--- config.mk ---
export PLATFORM = sky130hd
export DESIGN_NAME = bitmanip_unit
export DESIGN_NICKNAME = d
export VERILOG_FILES = /design/src/rtl/bitmanip_pkg.sv /design/src/rtl/bit_index_sel.sv /design/src/rtl/bit_mask_gen.sv /design/src/rtl/bitop_core.sv /design/src/rtl/bitmanip_unit.sv
export SDC_FILE = /design/constraint.sdc
export NUM_CORES = 1
export LEC_CHECK = 0
export BUFFER_PORTS_ARGS = -buffer_cell sky130_fd_sc_hd__clkbuf_2
export CAP_MARGIN = 15
export CELL_PAD_IN_SITES_DETAIL_PLACEMENT = 1
export CELL_PAD_IN_SITES_GLOBAL_PLACEMENT = 1
export CORE_UTILIZATION = 43
export DETAILED_ROUTE_END_ITERATION = 6
export GPL_TIMING_DRIVEN = 0
export PLACE_DENSITY_LB_ADDON = 0.1
export SYNTH_ARGS = -nofsm -noshare
export SYNTH_HDL_FRONTEND = slang
export SYNTH_HIERARCHICAL = 1
export SYNTH_SLANG_ARGS = --single-unit
--- constraint.sdc ---
create_clock -name vclk -period 3.9
set_clock_uncertainty 0.2 [all_clocks]
set_input_delay 0.195 -clock vclk [all_inputs]
set_output_delay 0.195 -clock vclk [all_outputs]
set_load 0.05 [all_outputs]
--- src/rtl/bitmanip_pkg.sv ---
package bitmanip_pkg;

    localparam int WORD_W = 16;
    localparam int IDX_W  = $clog2(WORD_W);
    localparam int OP_W   = 4;

    typedef enum logic [OP_W-1:0] {
        BOP_SET   = 4'd0,
        BOP_CLR   = 4'd1,
        BOP_FLIP  = 4'd2,
        BOP_TSTC  = 4'd3,
        BOP_TSTZ  = 4'd4,
        BOP_TSETC = 4'd5,
        BOP_TSETZ = 4'd6,
        BOP_PUTC  = 4'd7,
        BOP_PUTZ  = 4'd8
    } bitop_e;

    typedef struct packed {
        logic [WORD_W-1:0] word;
        logic              word_we;
        logic              c;
        logic              c_we;
        logic              z;
        logic              z_we;
    } bitres_t;

    function automatic logic is_pure_test(input logic [OP_W-1:0] op);
        return (op == BOP_TSTC) || (op == BOP_TSTZ);
    endfunction

    function automatic logic is_plain_edit(input logic [OP_W-1:0] op);
        return (op == BOP_SET) || (op == BOP_CLR) || (op == BOP_FLIP);
    endfunction

endpackage

--- src/rtl/bit_index_sel.sv ---
module bit_index_sel
    import bitmanip_pkg::*;
(
    input  logic [IDX_W-1:0]  imm_idx,
    input  logic [WORD_W-1:0] reg_idx,
    input  logic              from_reg,
    output logic [IDX_W-1:0]  idx
);
    logic unused_reg_hi;
    assign unused_reg_hi = ^reg_idx[WORD_W-1:IDX_W];

    assign idx = from_reg ? reg_idx[IDX_W-1:0] : imm_idx;
endmodule

--- src/rtl/bit_mask_gen.sv ---
module bit_mask_gen
    import bitmanip_pkg::*;
(
    input  logic [IDX_W-1:0]  idx,
    output logic [WORD_W-1:0] mask
);
    for (genvar g = 0; g < WORD_W; g++) begin : g_dec
        assign mask[g] = (idx == IDX_W'(g));
    end
endmodule

--- src/rtl/bitop_core.sv ---
module bitop_core
    import bitmanip_pkg::*;
(
    input  logic [WORD_W-1:0] opnd,
    input  logic [WORD_W-1:0] mask,
    input  logic [OP_W-1:0]   op,
    input  logic              c_in,
    input  logic              z_in,
    output bitres_t           res
);
    logic cur_bit;
    assign cur_bit = |(opnd & mask);

    always_comb begin
        res.word    = opnd;
        res.word_we = 1'b0;
        res.c       = c_in;
        res.c_we    = 1'b0;
        res.z       = z_in;
        res.z_we    = 1'b0;
        case (op)
            BOP_SET: begin
                res.word    = opnd | mask;
                res.word_we = 1'b1;
            end
            BOP_CLR: begin
                res.word    = opnd & ~mask;
                res.word_we = 1'b1;
            end
            BOP_FLIP: begin
                res.word    = opnd ^ mask;
                res.word_we = 1'b1;
            end
            BOP_TSTC: begin
                res.c    = cur_bit;
                res.c_we = 1'b1;
            end
            BOP_TSTZ: begin
                res.z    = ~cur_bit;
                res.z_we = 1'b1;
            end
            BOP_TSETC: begin
                res.c       = cur_bit;
                res.c_we    = 1'b1;
                res.word    = opnd | mask;
                res.word_we = 1'b1;
            end
            BOP_TSETZ: begin
                res.z       = ~cur_bit;
                res.z_we    = 1'b1;
                res.word    = opnd | mask;
                res.word_we = 1'b1;
            end
            BOP_PUTC: begin
                res.word    = c_in ? (opnd | mask) : (opnd & ~mask);
                res.word_we = 1'b1;
            end
            BOP_PUTZ: begin
                res.word    = z_in ? (opnd | mask) : (opnd & ~mask);
                res.word_we = 1'b1;
            end
            default: ;
        endcase
    end
endmodule

--- src/rtl/bitmanip_unit.sv ---
module bitmanip_unit
    import bitmanip_pkg::*;
(
    input  logic [15:0] opnd_i,
    input  logic [3:0]  imm_idx_i,
    input  logic [15:0] reg_idx_i,
    input  logic        idx_from_reg_i,
    input  logic [3:0]  op_i,
    input  logic        c_i,
    input  logic        z_i,
    output logic [15:0] word_o,
    output logic        word_we_o,
    output logic        c_o,
    output logic        c_we_o,
    output logic        z_o,
    output logic        z_we_o
);
    logic [IDX_W-1:0]  idx;
    logic [WORD_W-1:0] mask;
    bitres_t           res;

    bit_index_sel u_idx (
        .imm_idx  (imm_idx_i),
        .reg_idx  (reg_idx_i),
        .from_reg (idx_from_reg_i),
        .idx      (idx)
    );

    bit_mask_gen u_mask (
        .idx  (idx),
        .mask (mask)
    );

    bitop_core u_core (
        .opnd (opnd_i),
        .mask (mask),
        .op   (op_i),
        .c_in (c_i),
        .z_in (z_i),
        .res  (res)
    );

    assign word_o    = res.word;
    assign word_we_o = res.word_we;
    assign c_o       = res.c;
    assign c_we_o    = res.c_we;
    assign z_o       = res.z;
    assign z_we_o    = res.z_we;

    always_comb begin
        a_r2_mask_onehot: assert ($onehot(mask))
            else $error("decoded position mask is not one-hot");
        if (is_plain_edit(op_i)) begin
            a_r1_single_bit: assert ($countones(word_o ^ opnd_i) <= 1 && !c_we_o && !z_we_o)
                else $error("edit op touched more than one bit or a flag");
        end
        if (is_pure_test(op_i)) begin
            a_r3_test_no_write: assert (!word_we_o && (c_we_o ^ z_we_o))
                else $error("pure test wrote the word or enabled the wrong flags");
        end
        if (op_i == BOP_TSETC || op_i == BOP_TSETZ) begin
            a_r5_tset_forces_one: assert (((word_o & mask) == mask) && word_we_o)
                else $error("test-then-set did not force the bit");
        end
        if (op_i > 4'd8) begin
            a_r9_reserved_quiet: assert (!word_we_o && !c_we_o && !z_we_o && word_o == opnd_i)
                else $error("reserved code had an effect");
        end
        if (!c_we_o) begin
            a_r10_c_hold: assert (c_o == c_i) else $error("carry changed without enable");
        end
        if (!z_we_o) begin
            a_r10_z_hold: assert (z_o == z_i) else $error("zero changed without enable");
        end
    end
endmodule

# Word-level counts from Yosys, hierarchy flattened
# Cells that the tools add are included.
word_totals:
  input_bits: 43
  out_inout_bits: 21
  ff_bits: 0
  wordCells: 41
classes:
  n_eq_ne: 23
  n_mux: 6
  n_bitwise: 6
  n_reduce_logical: 6
ops:
  columns: ["cell", "count"]
  rows:
  - ["one-hot mux 17 bit (5 select lines)", 1]
  - ["equality test 4 bit (second input constant)", 9]
  - ["bitwise AND 16 bit", 2]
  - ["equality test 4 x 3 -> 1 bit (second input constant)", 8]
  - ["two-way mux 16 bit", 2]
  - ["equality test 4 x 2 -> 1 bit (second input constant)", 4]
  - ["NOT 16 bit", 1]
  - ["bitwise OR 16 bit", 1]
  - ["OR reduction 16 bit", 1]
  - ["bitwise XOR 16 bit", 1]
  - ["equality test 4 x 1 -> 1 bit (second input constant)", 2]
  - ["logical NOT 4 bit", 2]
  - ["two-way mux 2 bit", 2]
  - ["two-way mux 4 bit", 1]
  - ["OR reduction 2 bit", 2]
  - ["OR reduction 3 bit", 1]
  - ["NOT 1 bit", 1]

# Logic depth before layout (Yosys ltp)
depth:
  ltp_word: 6
  depth_mapped: 8
  depth_no_buf: 7

# By module
# Netlist, hierarchy kept.
by_module_without_submodules:
  columns: ["mod", "n_inst", "cells_each", "seq_area_each_um2", "area_per_inst_um2"]
  rows:
  - ["bitop_core", 1, 234, 0.0, 1800.5]
  - ["bit_mask_gen", 1, 20, 0.0, 226.5]
  - ["bit_index_sel", 1, 4, 0.0, 45.0]

# Worst setup path before layout
# No wires, ideal clock.
synth_timing:
  kind: "input to output"
  from: "input port idx_from_reg_i"
  to: "output port word_o[2]"
  stages: 8
  t_required_ns: 3.505
  arrival_time_ns: 2.391
  path_slack_ns: 1.114
  path_buffers: 1
  cell_sequence: "mux2_2 > buf_4 > nor4b_2 > inv_1 > ha_1 > a22o_1 > a32oi_1 > o2111ai_1"
synth_between:
  elab_chain_cells: 6
  elab_cells_between_ends: 9
  cone_classes: "eq/ne: 1; mux: 4; bitwise: 4"
synth_lines:
  columns: ["element", "line", "source"]
  rows:
  - ["from (decl)", "bitmanip_unit.sv:7", "input logic idx_from_reg_i,"]
  - ["two-way mux 4 bit *", "bit_index_sel.sv:12", "assign idx = from_reg ? reg_idx[IDX_W-1:0] : imm_idx;"]
  - ["equality test 4 x 2 -> 1 bit *", "bit_mask_gen.sv:8", "assign mask[g] = (idx == IDX_W'(g));"]
  - ["named net mask[2]", "bitmanip_unit.sv:19", "logic [WORD_W-1:0] mask;"]
  - ["NOT 16 bit", "bitop_core.sv:27, bitop_core.sv:55, bitop_core.sv:59", null]
  - ["bitwise AND 16 bit", "bitop_core.sv:27, bitop_core.sv:55, bitop_core.sv:59", null]
  - ["two-way mux 16 bit (on tied branches)", "bitop_core.sv:59, bitop_core.sv:55", null]
  - ["one-hot mux 17 bit (5 select lines) *", "bitop_core.sv:21", "case (op)"]
  - ["to (decl)", "bitmanip_unit.sv:11", "output logic [15:0] word_o,"]
# Mark *: on every way through the listed nets, which the timed path passes. The rest lies on a longest branch.

# Final worst setup path
layout_timing:
  from: "input port idx_from_reg_i"
  to: "output port word_o[2]"
layout_between:
  elab_chain_cells: 6
  elab_cells_between_ends: 9
  cone_classes: "eq/ne: 1; mux: 4; bitwise: 4"
layout_lines:
  columns: ["element", "line", "source"]
  rows:
  - ["two-way mux 4 bit *", "bit_index_sel.sv:12", null]
  - ["named net idx[0]", "bitmanip_unit.sv:18", "logic [IDX_W-1:0] idx;"]
  - ["equality test 4 x 2 -> 1 bit *", "bit_mask_gen.sv:8", null]
  - ["named net mask[2]", "bitmanip_unit.sv:19", null]
  - ["NOT 16 bit", "bitop_core.sv:27, bitop_core.sv:55, bitop_core.sv:59", null]
  - ["bitwise AND 16 bit", "bitop_core.sv:27, bitop_core.sv:55, bitop_core.sv:59", null]
  - ["two-way mux 16 bit (on tied branches)", "bitop_core.sv:59, bitop_core.sv:55", null]
  - ["one-hot mux 17 bit (5 select lines) *", "bitop_core.sv:21", null]
# Marks and branches as above.

==> impl_metrics.tcl <==
set metrics [dict create \
    fp.dieH_um 71.4 \
    grt_pass1_vias 2239 \
    ant_nets 0 \
    drv_cap 0 \
    mostFrequentLayoutCells "52 x clkbuf_2, 48 x ha_1, 33 x inv_1" \
    vias_per_cell 5.95 \
    setup_ws_ns 0.910 \
    ys_types 40 \
    overflow 0 \
    power_frac_clock 0 \
    critPathLaunchType "primary input" \
    synth.avg_cell_area_um2 8.03 \
    layout_commonest_cell "clkbuf_2" \
    p_leak_nw 1.14 \
    layout.nets 403 \
    initial_utilization 0.460 \
    dp_hpwl_um 5140 \
    totalWireLength_um 6440 \
    drc_errors 0 \
    ys_seq_area_frac 0 \
    slew_viol_final 0 \
    grt_max_degree 11 \
    swShare 0.657 \
    die_w_um 71.4 \
    hold_viol_final 0 \
    seq_area_um2 0 \
    p_sw_w 0.000216 \
    worst_pin_slew_ns 0.651 \
    num_rows 24 \
    drt_iter0_drc 80 \
    p_per_area_mw_per_mm2 137 \
    syn2layout_area_growth_pct 15.7 \
    min-delay-path-class "in2out" \
    p_total_w 0.000329 \
    tns_ns 0 \
    cp-end-kind "primary output" \
    design.portCount 64 \
    diodes 0 \
    status "finished clean" \
    grt_antenna_before_repair 0 \
    wl_per_cell_um 17.8 \
    multi_input_area_mm2 0.00182 \
    place.gp.congestion 0.802 \
    seq_cell_count 0 \
    synth.cell_area_mm2 0.00207 \
    synth_nets 349 \
    numPortBuffers 52 \
    crit_top_cell "clkbuf_2" \
    cts_setup_buffers 0 \
    ys.warnings.count 6 \
    combPwrFrac 1.000 \
    fmax_mhz 334 \
    cpMaxStageDelayCell "nor4b_2" \
    path_class "in2out" \
    grt_use_total 0.264 \
    timing.slew.headroom 0.564 \
    grt_pass1_wl_um 11100 \
    n_clock_buffer 0 \
    pwr-share-seq 0 \
    worst_path_largest_cell_delay_ns 0.49 \
    syn-instance-count 258 \
    finalCriticalPeriod_ns 2.99 \
    worstPathRequired_ns 3.50 \
    min_period_over_period 0.767 \
    drive_gt1_frac 0.287 \
    fillers 587 \
    hold_buffers 0 \
    worst_ir_drop_vdd_v 0.0000670 \
    vias 2155 \
    crit_chain "clkbuf_2 -> mux2_2 -> buf_4 -> nor4b_2 -> inv_1 -> ha_1 -> a22o_1 -> a32oi_1 -> o2111ai_1 -> clkbuf_2" \
    arrival_ns 2.59 \
    pre_cts_slack_ns 0.893 \
    dieArea_mm2 0.00510 \
    rsz0062_at_grt "no" \
    ctsResizeCount 0 \
    finalSetupViolCount 0 \
    power.internal_w 0.000113 \
    worstPathMaxFanout 10 \
    core_mm2 0.00450 \
    first_pass_iters 4 \
]
## final timing paths
kind	slack (ns)	from	cells past startpoint	to
setup / recovery	0.91	idx_from_reg_i	10	word_o[2]
hold / removal	0.66	c_i	4	c_o
## synth_stat cells (all sizes together)
master / n / share of area
nor3: 1 / 0.0048
o221ai: 9 / 0.038
nand3b: 1 / 0.0036
nor4: 5 / 0.018
a32oi: 2 / 0.0085
and4b: 4 / 0.019
o2111ai: 2 / 0.0085
and4: 2 / 0.0085
nor2: 8 / 0.014
a2bb2oi: 17 / 0.081
o311ai: 1 / 0.0042
nand2b: 3 / 0.0091
a22oi: 6 / 0.022
nand3: 12 / 0.029
nand4: 1 / 0.0030
o211ai: 7 / 0.025
a21oi: 2 / 0.0048
and3b: 1 / 0.0042
inv: 33 / 0.060
and4bb: 7 / 0.042
and3: 1 / 0.0030
ha: 48 / 0.29
o21ai: 7 / 0.017
a32o: 1 / 0.0048
nand2: 13 / 0.024
a31oi: 2 / 0.013
a21boi: 9 / 0.033
a22o: 16 / 0.068
clkbuf: 7 / 0.013
nor2b: 5 / 0.015
nor4b: 4 / 0.029
mux2: 5 / 0.027
or2: 1 / 0.0030
xnor2: 1 / 0.0042
buf: 14 / 0.049
## worst max-delay path: cells and delay by family
family | cells | cell delay (ns)
fa+ha+maj | 1 | 0.31
compound gates | 3 | 0.52
buf+inv | 4 | 0.70
simple gates | 1 | 0.49
mux | 1 | 0.39
## per-layer routing
metal  part of all wire  track usage  routed length [µm]  up-vias
met5                  0            0                   0        -
li1                   -            -                   -     1077
met3              0.022      0.00985                 140        0
met2               0.49        0.490                3190       39
met4                  0            0                   0        0
met1               0.48        0.360                3120     1039
## cell type report
class              count  area share
repair buffers        52       0.109
well taps             52      0.0271
plain buffers         21      0.0532
inverters             33      0.0517
multi-input cells    204       0.759
## power groups by stage
stage,Sequential [W],Combinational (W),Clock (W)
6_report,0,0.000329,0
5_1_grt,0,0.000357,0
4_1_cts,0,0.000330,0
3_5_place_dp,0,0.000329,0
3_3_place_gp,0,0.000319,0
2_1_floorplan,0,0.000240,0
## per-stage QoR
step	utilization	hold slack, ns	std cells	instance area (µm²)
3_5_place_dp	0.532	0.651	362	2400
3_3_place_gp	0.532	0.654	362	2400
2_1_floorplan	-	0.468	258	2070
4_1_cts	0.532	0.655	362	2400
5_1_grt	0.532	0.699	362	2400
6_report	0.532	0.656	362	2400
## kinds of logic (layout without fill, tap and decap cells)
kind of cell,Yosys count,in the layout,synth area share
mux,5,5,0.0272
buf+inv,54,106,0.121
simple gates,69,69,0.230
compound gates,81,81,0.327
fa+ha+maj,48,48,0.290
xor+xnor,1,1,0.00423
(Power assumes the default switching activity.)
